===== src/rtl/vdrop_term_det.sv =====
module vdrop_term_det #(
  parameter int DW           = 12,
  parameter int PERIOD_TICKS = 34_000_000,
  parameter int SPACE_TICKS  = 57,
  parameter int NDV_DROP     = 12,
  parameter int PVD_DROP     = 6,
  parameter int SLOPE_DROP   = 16
) (
  input  logic          clk,
  input  logic          rst_n,
  input  logic          clear,
  input  logic          adc_valid,
  input  logic          adc_chan,
  input  logic [DW-1:0] adc_data,
  input  logic [1:0]    vmode,
  input  logic          holdoff_done,
  input  logic          cell_win_ok,
  input  logic          temp_win_ok,
  output logic          vdrop_term,
  output logic          tslope_term
);
  localparam int MEAS_MAX  = 32;
  localparam int MEAS_TEMP = 16;
  localparam int EVAL_TICK = MEAS_MAX * SPACE_TICKS;
  localparam int TW        = $clog2(PERIOD_TICKS + 1);
  localparam int SW        = $clog2(SPACE_TICKS + 1);
  localparam logic [1:0] MODE_NDV = 2'b01;
  localparam logic [1:0] MODE_PVD = 2'b10;

  logic [TW-1:0]   tick_cnt;
  logic [SW-1:0]   space_cnt;
  logic [5:0]      meas_idx;
  logic [DW-1:0]   cell_lat, temp_lat;
  logic [DW+4:0]   cell_acc;
  logic [DW+3:0]   temp_acc;
  logic [DW-1:0]   vmax, t_h1, t_h2;
  logic            vmax_ok;
  logic [1:0]      t_n;

  wire period_end = (tick_cnt == TW'(PERIOD_TICKS - 1));
  wire take       = (space_cnt == '0) && (meas_idx < 6'd32);
  wire eval       = (tick_cnt == TW'(EVAL_TICK));
  wire peak       = (vmode == MODE_PVD);
  wire vdrop_on   = (vmode == MODE_NDV) || peak;
  wire [5:0] ncell = peak ? 6'd32 : 6'd16;

  wire [DW-1:0] cell_avg = peak ? cell_acc[DW+4:5] : cell_acc[DW+3:4];
  wire [DW-1:0] temp_avg = temp_acc[DW+3:4];
  wire [DW-1:0] vthr     = peak ? DW'(PVD_DROP) : DW'(NDV_DROP);

  wire vfall = vmax_ok && (vmax > cell_avg) && ((vmax - cell_avg) >= vthr);
  wire tfall = (t_n == 2'd2) && (t_h2 > temp_avg) && ((t_h2 - temp_avg) >= DW'(SLOPE_DROP));

  always_ff @(posedge clk or negedge rst_n) begin
    if (!rst_n) begin
      tick_cnt  <= '0;
      space_cnt <= '0;
      meas_idx  <= '0;
    end else if (clear || period_end) begin
      tick_cnt  <= '0;
      space_cnt <= '0;
      meas_idx  <= '0;
    end else begin
      tick_cnt  <= tick_cnt + 1'b1;
      space_cnt <= (space_cnt == SW'(SPACE_TICKS - 1)) ? '0 : space_cnt + 1'b1;
      if (take) meas_idx <= meas_idx + 1'b1;
    end
  end

  always_ff @(posedge clk or negedge rst_n) begin
    if (!rst_n) begin
      cell_lat <= '0;
      temp_lat <= '0;
    end else if (adc_valid) begin
      if (adc_chan) temp_lat <= adc_data;
      else          cell_lat <= adc_data;
    end
  end

  always_ff @(posedge clk or negedge rst_n) begin
    if (!rst_n) begin
      cell_acc <= '0;
      temp_acc <= '0;
    end else if (clear || period_end) begin
      cell_acc <= '0;
      temp_acc <= '0;
    end else if (take) begin
      if (meas_idx < ncell)             cell_acc <= cell_acc + (DW+5)'(cell_lat);
      if (meas_idx < 6'(MEAS_TEMP))     temp_acc <= temp_acc + (DW+4)'(temp_lat);
    end
  end

  always_ff @(posedge clk or negedge rst_n) begin
    if (!rst_n) begin
      vmax        <= '0;
      vmax_ok     <= 1'b0;
      t_h1        <= '0;
      t_h2        <= '0;
      t_n         <= '0;
      vdrop_term  <= 1'b0;
      tslope_term <= 1'b0;
    end else if (clear) begin
      vmax        <= '0;
      vmax_ok     <= 1'b0;
      t_h1        <= '0;
      t_h2        <= '0;
      t_n         <= '0;
      vdrop_term  <= 1'b0;
      tslope_term <= 1'b0;
    end else if (eval) begin
      if (cell_win_ok) begin
        if (vdrop_on && holdoff_done && vfall) vdrop_term <= 1'b1;
        if (!vmax_ok || cell_avg > vmax) vmax <= cell_avg;
        vmax_ok <= 1'b1;
      end
      if (temp_win_ok && tfall) tslope_term <= 1'b1;
      t_h2 <= t_h1;
      t_h1 <= temp_avg;
      if (t_n != 2'd2) t_n <= t_n + 1'b1;
    end
  end

  p_idx_bound_r2: assert property (@(posedge clk) disable iff (!rst_n)
    meas_idx <= 6'd32);

  p_clear_r1: assert property (@(posedge clk) disable iff (!rst_n)
    clear |=> (!vdrop_term && !tslope_term && !vmax_ok && t_n == 2'd0));

  p_rise_at_eval_r2: assert property (@(posedge clk) disable iff (!rst_n)
    ($rose(vdrop_term) || $rose(tslope_term)) |-> $past(eval));

  p_vgate_r6: assert property (@(posedge clk) disable iff (!rst_n)
    $rose(vdrop_term) |-> $past(vdrop_on && holdoff_done && cell_win_ok));

  p_twin_r10: assert property (@(posedge clk) disable iff (!rst_n)
    $rose(tslope_term) |-> $past(temp_win_ok));

  p_vsticky_r11: assert property (@(posedge clk) disable iff (!rst_n)
    (vdrop_term && !clear) |=> vdrop_term);

  p_tsticky_r11: assert property (@(posedge clk) disable iff (!rst_n)
    (tslope_term && !clear) |=> tslope_term);
endmodule


===== config.mk =====
export PLATFORM = sky130hd
export DESIGN_NAME = vdrop_term_det
export DESIGN_NICKNAME = d
export VERILOG_FILES = /design/src/rtl/vdrop_term_det.sv
export SDC_FILE = /design/constraint.sdc
export NUM_CORES = 1
export LEC_CHECK = 0
export ABC_AREA = 1
export BUFFER_PORTS_ARGS = -buffer_cell sky130_fd_sc_hd__buf_4
export CAP_MARGIN = 40
export CORE_MARGIN = 8
export CORE_UTILIZATION = 45
export CTS_BUF_LIST = sky130_fd_sc_hd__clkbuf_4
export DETAILED_ROUTE_END_ITERATION = 10
export HOLD_SLACK_MARGIN = 0.06
export PLACE_DENSITY_LB_ADDON = 0.1
export SLEW_MARGIN = 20
export SYNTH_ARGS = -nofsm -noshare
export SYNTH_HDL_FRONTEND = slang
export SYNTH_SLANG_ARGS = --single-unit

===== constraint.sdc =====
create_clock -name clk -period 3.4 [get_ports clk]
set_clock_uncertainty 0.15 [all_clocks]
set_input_delay 0.51 -clock clk [delete_from_list [all_inputs] [get_ports clk]]
set_output_delay 0.51 -clock clk [all_outputs]
set_load 0.02 [all_outputs]

==> results.md <==
- Status: complete, no violations
- Final setup vio count: 0
- Met1 Use GR: 23.80%
- Layout cell share with drive strength beyond 1: just over 8%
- Worst Reg2Reg Path Length in Cells: 20
- Max_slew headroom: 53.10%
- Total gr overflow: 0
- Syn. warnings: 0
- Hold Fails Final Rpt: 0
- Vias in the first global route: about 7,400
- CTS clock-pin slew for the worst setup and hold paths: between 0.1 and 0.15 ns
- Crit path DAT: 3.11 ns
- Netlist Area Pre-Place: ~8800 sq um
- Die W: 156.1 um
- FF+latch count, synth: 136
- Fillers: 1,960
- CTS tree: yes
- Clock Latency Late Sink: 0.56 ns
- Worst Path Required: 3.70 ns
- Drt wl/cell: roughly 14 um
- I/O Pins: 24
- Synth Area in Compound Gates: around an eighth
- H-tree levels: 4
- Critical path, cell by cell: inv_1, o21ai_0, inv_1, ha_1, nand2_1, nand2_1, inv_1, nand2_1, xor2_1, ha_1, inv_1, a21oi_1, nand3_1, nand2_1, nor2_1, nand3_1, nor3_1, nand3_1, nand2_1, a21oi_1
- R2r endpoint: vdrop_term
- M3 GR Usage: around 3.0%
- Final cell area excluding filler cells: slightly below 10,000 sq um
- Post-synth cell types: 45
- Worst Hold Path EP: cell_lat[10]
- Worst min-delay path class: in2reg
- Max-cap viol count: 0
- Largest family of logic cells by synthesized area: simple AND/OR/NAND/NOR gates
- Hold path depth: 3
- Adder-cell area share of the yosys netlist: 9.265%
- Initial drt markers: about 380
- Placer congestion estimate: 0.8948
- Leakage: 0.004806 uW
- Longest Clk Path Bufs: 2
- Async S/R FF share, synth: 100.0%
- Hold Startpoint: adc_data[10]
- Mux cell area share after synthesis: 0%
- RSZ-0062 raised after global routing: no
- Tightest Pin Transition: 0.7018 ns
- CP Buf/Inv Count: 4
- Overall power: 4364 uW
- Number of gates resized after CTS: 0
- Post-Synth Simple-Gate Area: 28.08%
- Post-Synth XOR/XNOR Area: 2.777%
- Synthesized Nets: between 1,000 and 1,500
- Cells after Synth: 1,187
- Vias per cell: 5.031
- Final #Nets: 1,301
- Delay-heaviest family, CP: simple AND/OR/NAND/NOR gates
- CORE AREA: 19,330 sq um
- Worst Setup Start Kind: flop
- First-pass GRT wire length: 35,330 um
- TritonRoute pass-1 iters: 4
- Die ar.: 24,370 sq um
- Largest net degree at the start of global routing: 70
- Initial antenna violation count: 1
- CP max-delay cell: dfrtp_1
- Setup TNS: 0 ns
- CP max stage delay: 0.43 ns
- Kind of end point of the critical path: flop
- Synthesis-to-finish area growth: 8.896%
- Starting Density: about 46%
- ANT nets after route: 0
- Fin crit period: between 2 and 3 ns
- Crit path kind: reg2reg
- Final WL: a little over 20,000 um
- Area contributors post-synth: dfrtp_1 (39%), nand2_1 (12%), ha_1 (8.4%)
- HPWL after detailed placement: 15,730 um
- Fmax: 355.1 MHz
- Vias: 7,522
- Placed Area: 9303 sq um
- Most frequent CP cell: nand2_1
- R2r startpoint: cell_acc[6]
- Row count: 51
- Reg2Reg Setup Slack: 0.58 ns
- Seq/Total Area, Yosys: 38.53%
- Post-synth top area cell: dfrtp_1
- Share of the synthesized area in the top cell type: 38.53%
- CP Max Fanout: 3
- Fin crit share: between 80% and 90%
- Main synth FF type: dfrtp_1
- Syn_area_per_cell: 7.441 sq um
- Root Buffer: clkbuf_4
- Port bufs: 23
- Drt drc: 0
- GR peak layer: met2
- PwrDens: 453.8 nW/um^2
- Tot GR Track Use: 18.00%
- Die Height: 156.1 um
- Clock Sinks: roughly 140
- Post-synth EDFFs: 0
- VDD IR max: 0.2066 mV
- Max Slew Vio Count: 0
- Inserted Clock Buffers: 17
- M2 GR Usage: 29.25%
[worst reg2reg max path, stage by stage (launching register included)]
cell and delay, ns:
dfrtp_1 0.43, inv_1 0.10, o21ai_0 0.23, inv_1 0.07, ha_1 0.31, nand2_1 0.08
nand2_1 0.06, inv_1 0.05, nand2_1 0.08, xor2_1 0.16, ha_1 0.27, inv_1 0.05
a21oi_1 0.03, nand3_1 0.06, nand2_1 0.05, nor2_1 0.10, nand3_1 0.08, nor3_1 0.14
nand3_1 0.09, nand2_1 0.06, a21oi_1 0.05
[where the power goes]
| group | leakage, uW | internal, uW | switching, uW |
|---|---|---|---|
| clock | 0.000160 | 542 | 596 |
| sequential | 0.00184 | 1720 | 99.9 |
| combinational | 0.00280 | 520 | 885 |
[cell usage in the layout, fill, tap and decap left out, types with 4 or more instances in the layout]
master | synthesis | final
a21oi_1 | 60 | 60
buf_4 | 3 | 32
clkbuf_4 | 0 | 22
dfrtp_1 | 136 | 136
fa_1 | 4 | 4
ha_1 | 59 | 59
inv_1 | 170 | 170
inv_2 | 9 | 9
nand2_1 | 279 | 279
nand2_2 | 8 | 8
nand3_1 | 102 | 102
nand4_1 | 22 | 22
nor2_1 | 90 | 90
nor2_2 | 8 | 8
nor2_4 | 4 | 4
nor3_1 | 28 | 28
o21ai_0 | 83 | 83
o21ai_1 | 11 | 11
o22ai_1 | 15 | 15
o31ai_1 | 12 | 12
xnor2_1 | 15 | 15
xor2_1 | 13 | 13
[per-stage QoR]
stage          std cells  util (%)  hold WS (ns)  setup WS [ns]
2_1_floorplan       1187         -       0.06441         0.2304
3_3_place_gp        1460     48.11        0.3073         0.1165
3_5_place_dp        1460     48.11        0.3177        0.06038
4_1_cts             1494     49.73       0.06608         0.5503
5_1_grt             1495     49.74       0.06879         0.2845
6_report            1495     49.74       0.09964         0.5839
[area by class of cell]
type	count	area (sq um)	area share, %
clock inverter	10	127.6	1.327
inverter	179	671.9	6.986
sequential	136	3403	35.38
antenna	1	2.502	0.02602
multi-input combinational	846	4624	48.08
clock buffer	22	165.2	1.717
tap	265	331.6	3.447
timing repair buffer	36	291.5	3.031
[what timing repair did]
action | in CTS | in global routing
endpoints found under the hold margin | 68 | 0
setup endpoints to repair | 0 | 0
setup buffers | 0 | 0
hold buffers | 2 | 0
[how the worst max path moves through the flow]
stage / start / endpoint / cells past startpoint
global route: cell_acc[6] / vdrop_term / 20
global placement: vmode[0] / vdrop_term / 19
CTS: cell_acc[6] / vdrop_term / 20
floorplan: vmode[0] / vdrop_term / 23
finish: cell_acc[6] / vdrop_term / 20
detailed placement: vmode[0] / vdrop_term / 19
[cells in the mapped netlist (4+ instances only)]
cell type  number
a21oi_1        60
buf_2           7
clkbuf_1       14
dfrtp_1       136
fa_1            4
ha_1           59
inv_1         170
inv_2           9
nand2_1       279
nand2_2         8
nand3_1       102
nand4_1        22
nor2_1         90
nor2_2          8
nor2_4          4
nor3_1         28
o21ai_0        83
o21ai_1        11
o22ai_1        15
o31ai_1        12
xnor2_1        15
xor2_1         13
[layer usage]
metal	up-vias	share of wire, %
met5	-	0
met4	0	1.9
met3	31	2.3
met2	82	47
met1	3449	49
li1	3960	-
[flip-flops by register name (all words and copies together) (netlist names)]
signal,count
cell_acc,17
cell_lat,12
meas_idx,6
space_cnt,6
t_h1,12
t_h2,12
t_n,2
temp_acc,16
temp_lat,12
tick_cnt,26
tslope_term,1
vdrop_term,1
vmax,12
vmax_ok,1
[cells by family (layout without fill, tap and decap cells)]
| group | count (synthesis) | in the layout |
|---|---|---|
| AND/OR/NAND/NOR | 558 | 558 |
| buffers and inverters | 205 | 247 |
| AO/OA/AOI/OAI | 197 | 197 |
| flip-flops | 136 | 136 |
| adder cells (fa/ha/maj) | 63 | 63 |
| XOR/XNOR | 28 | 28 |
| other | 0 | 1 |
Power figures use the tool's default switching activity.
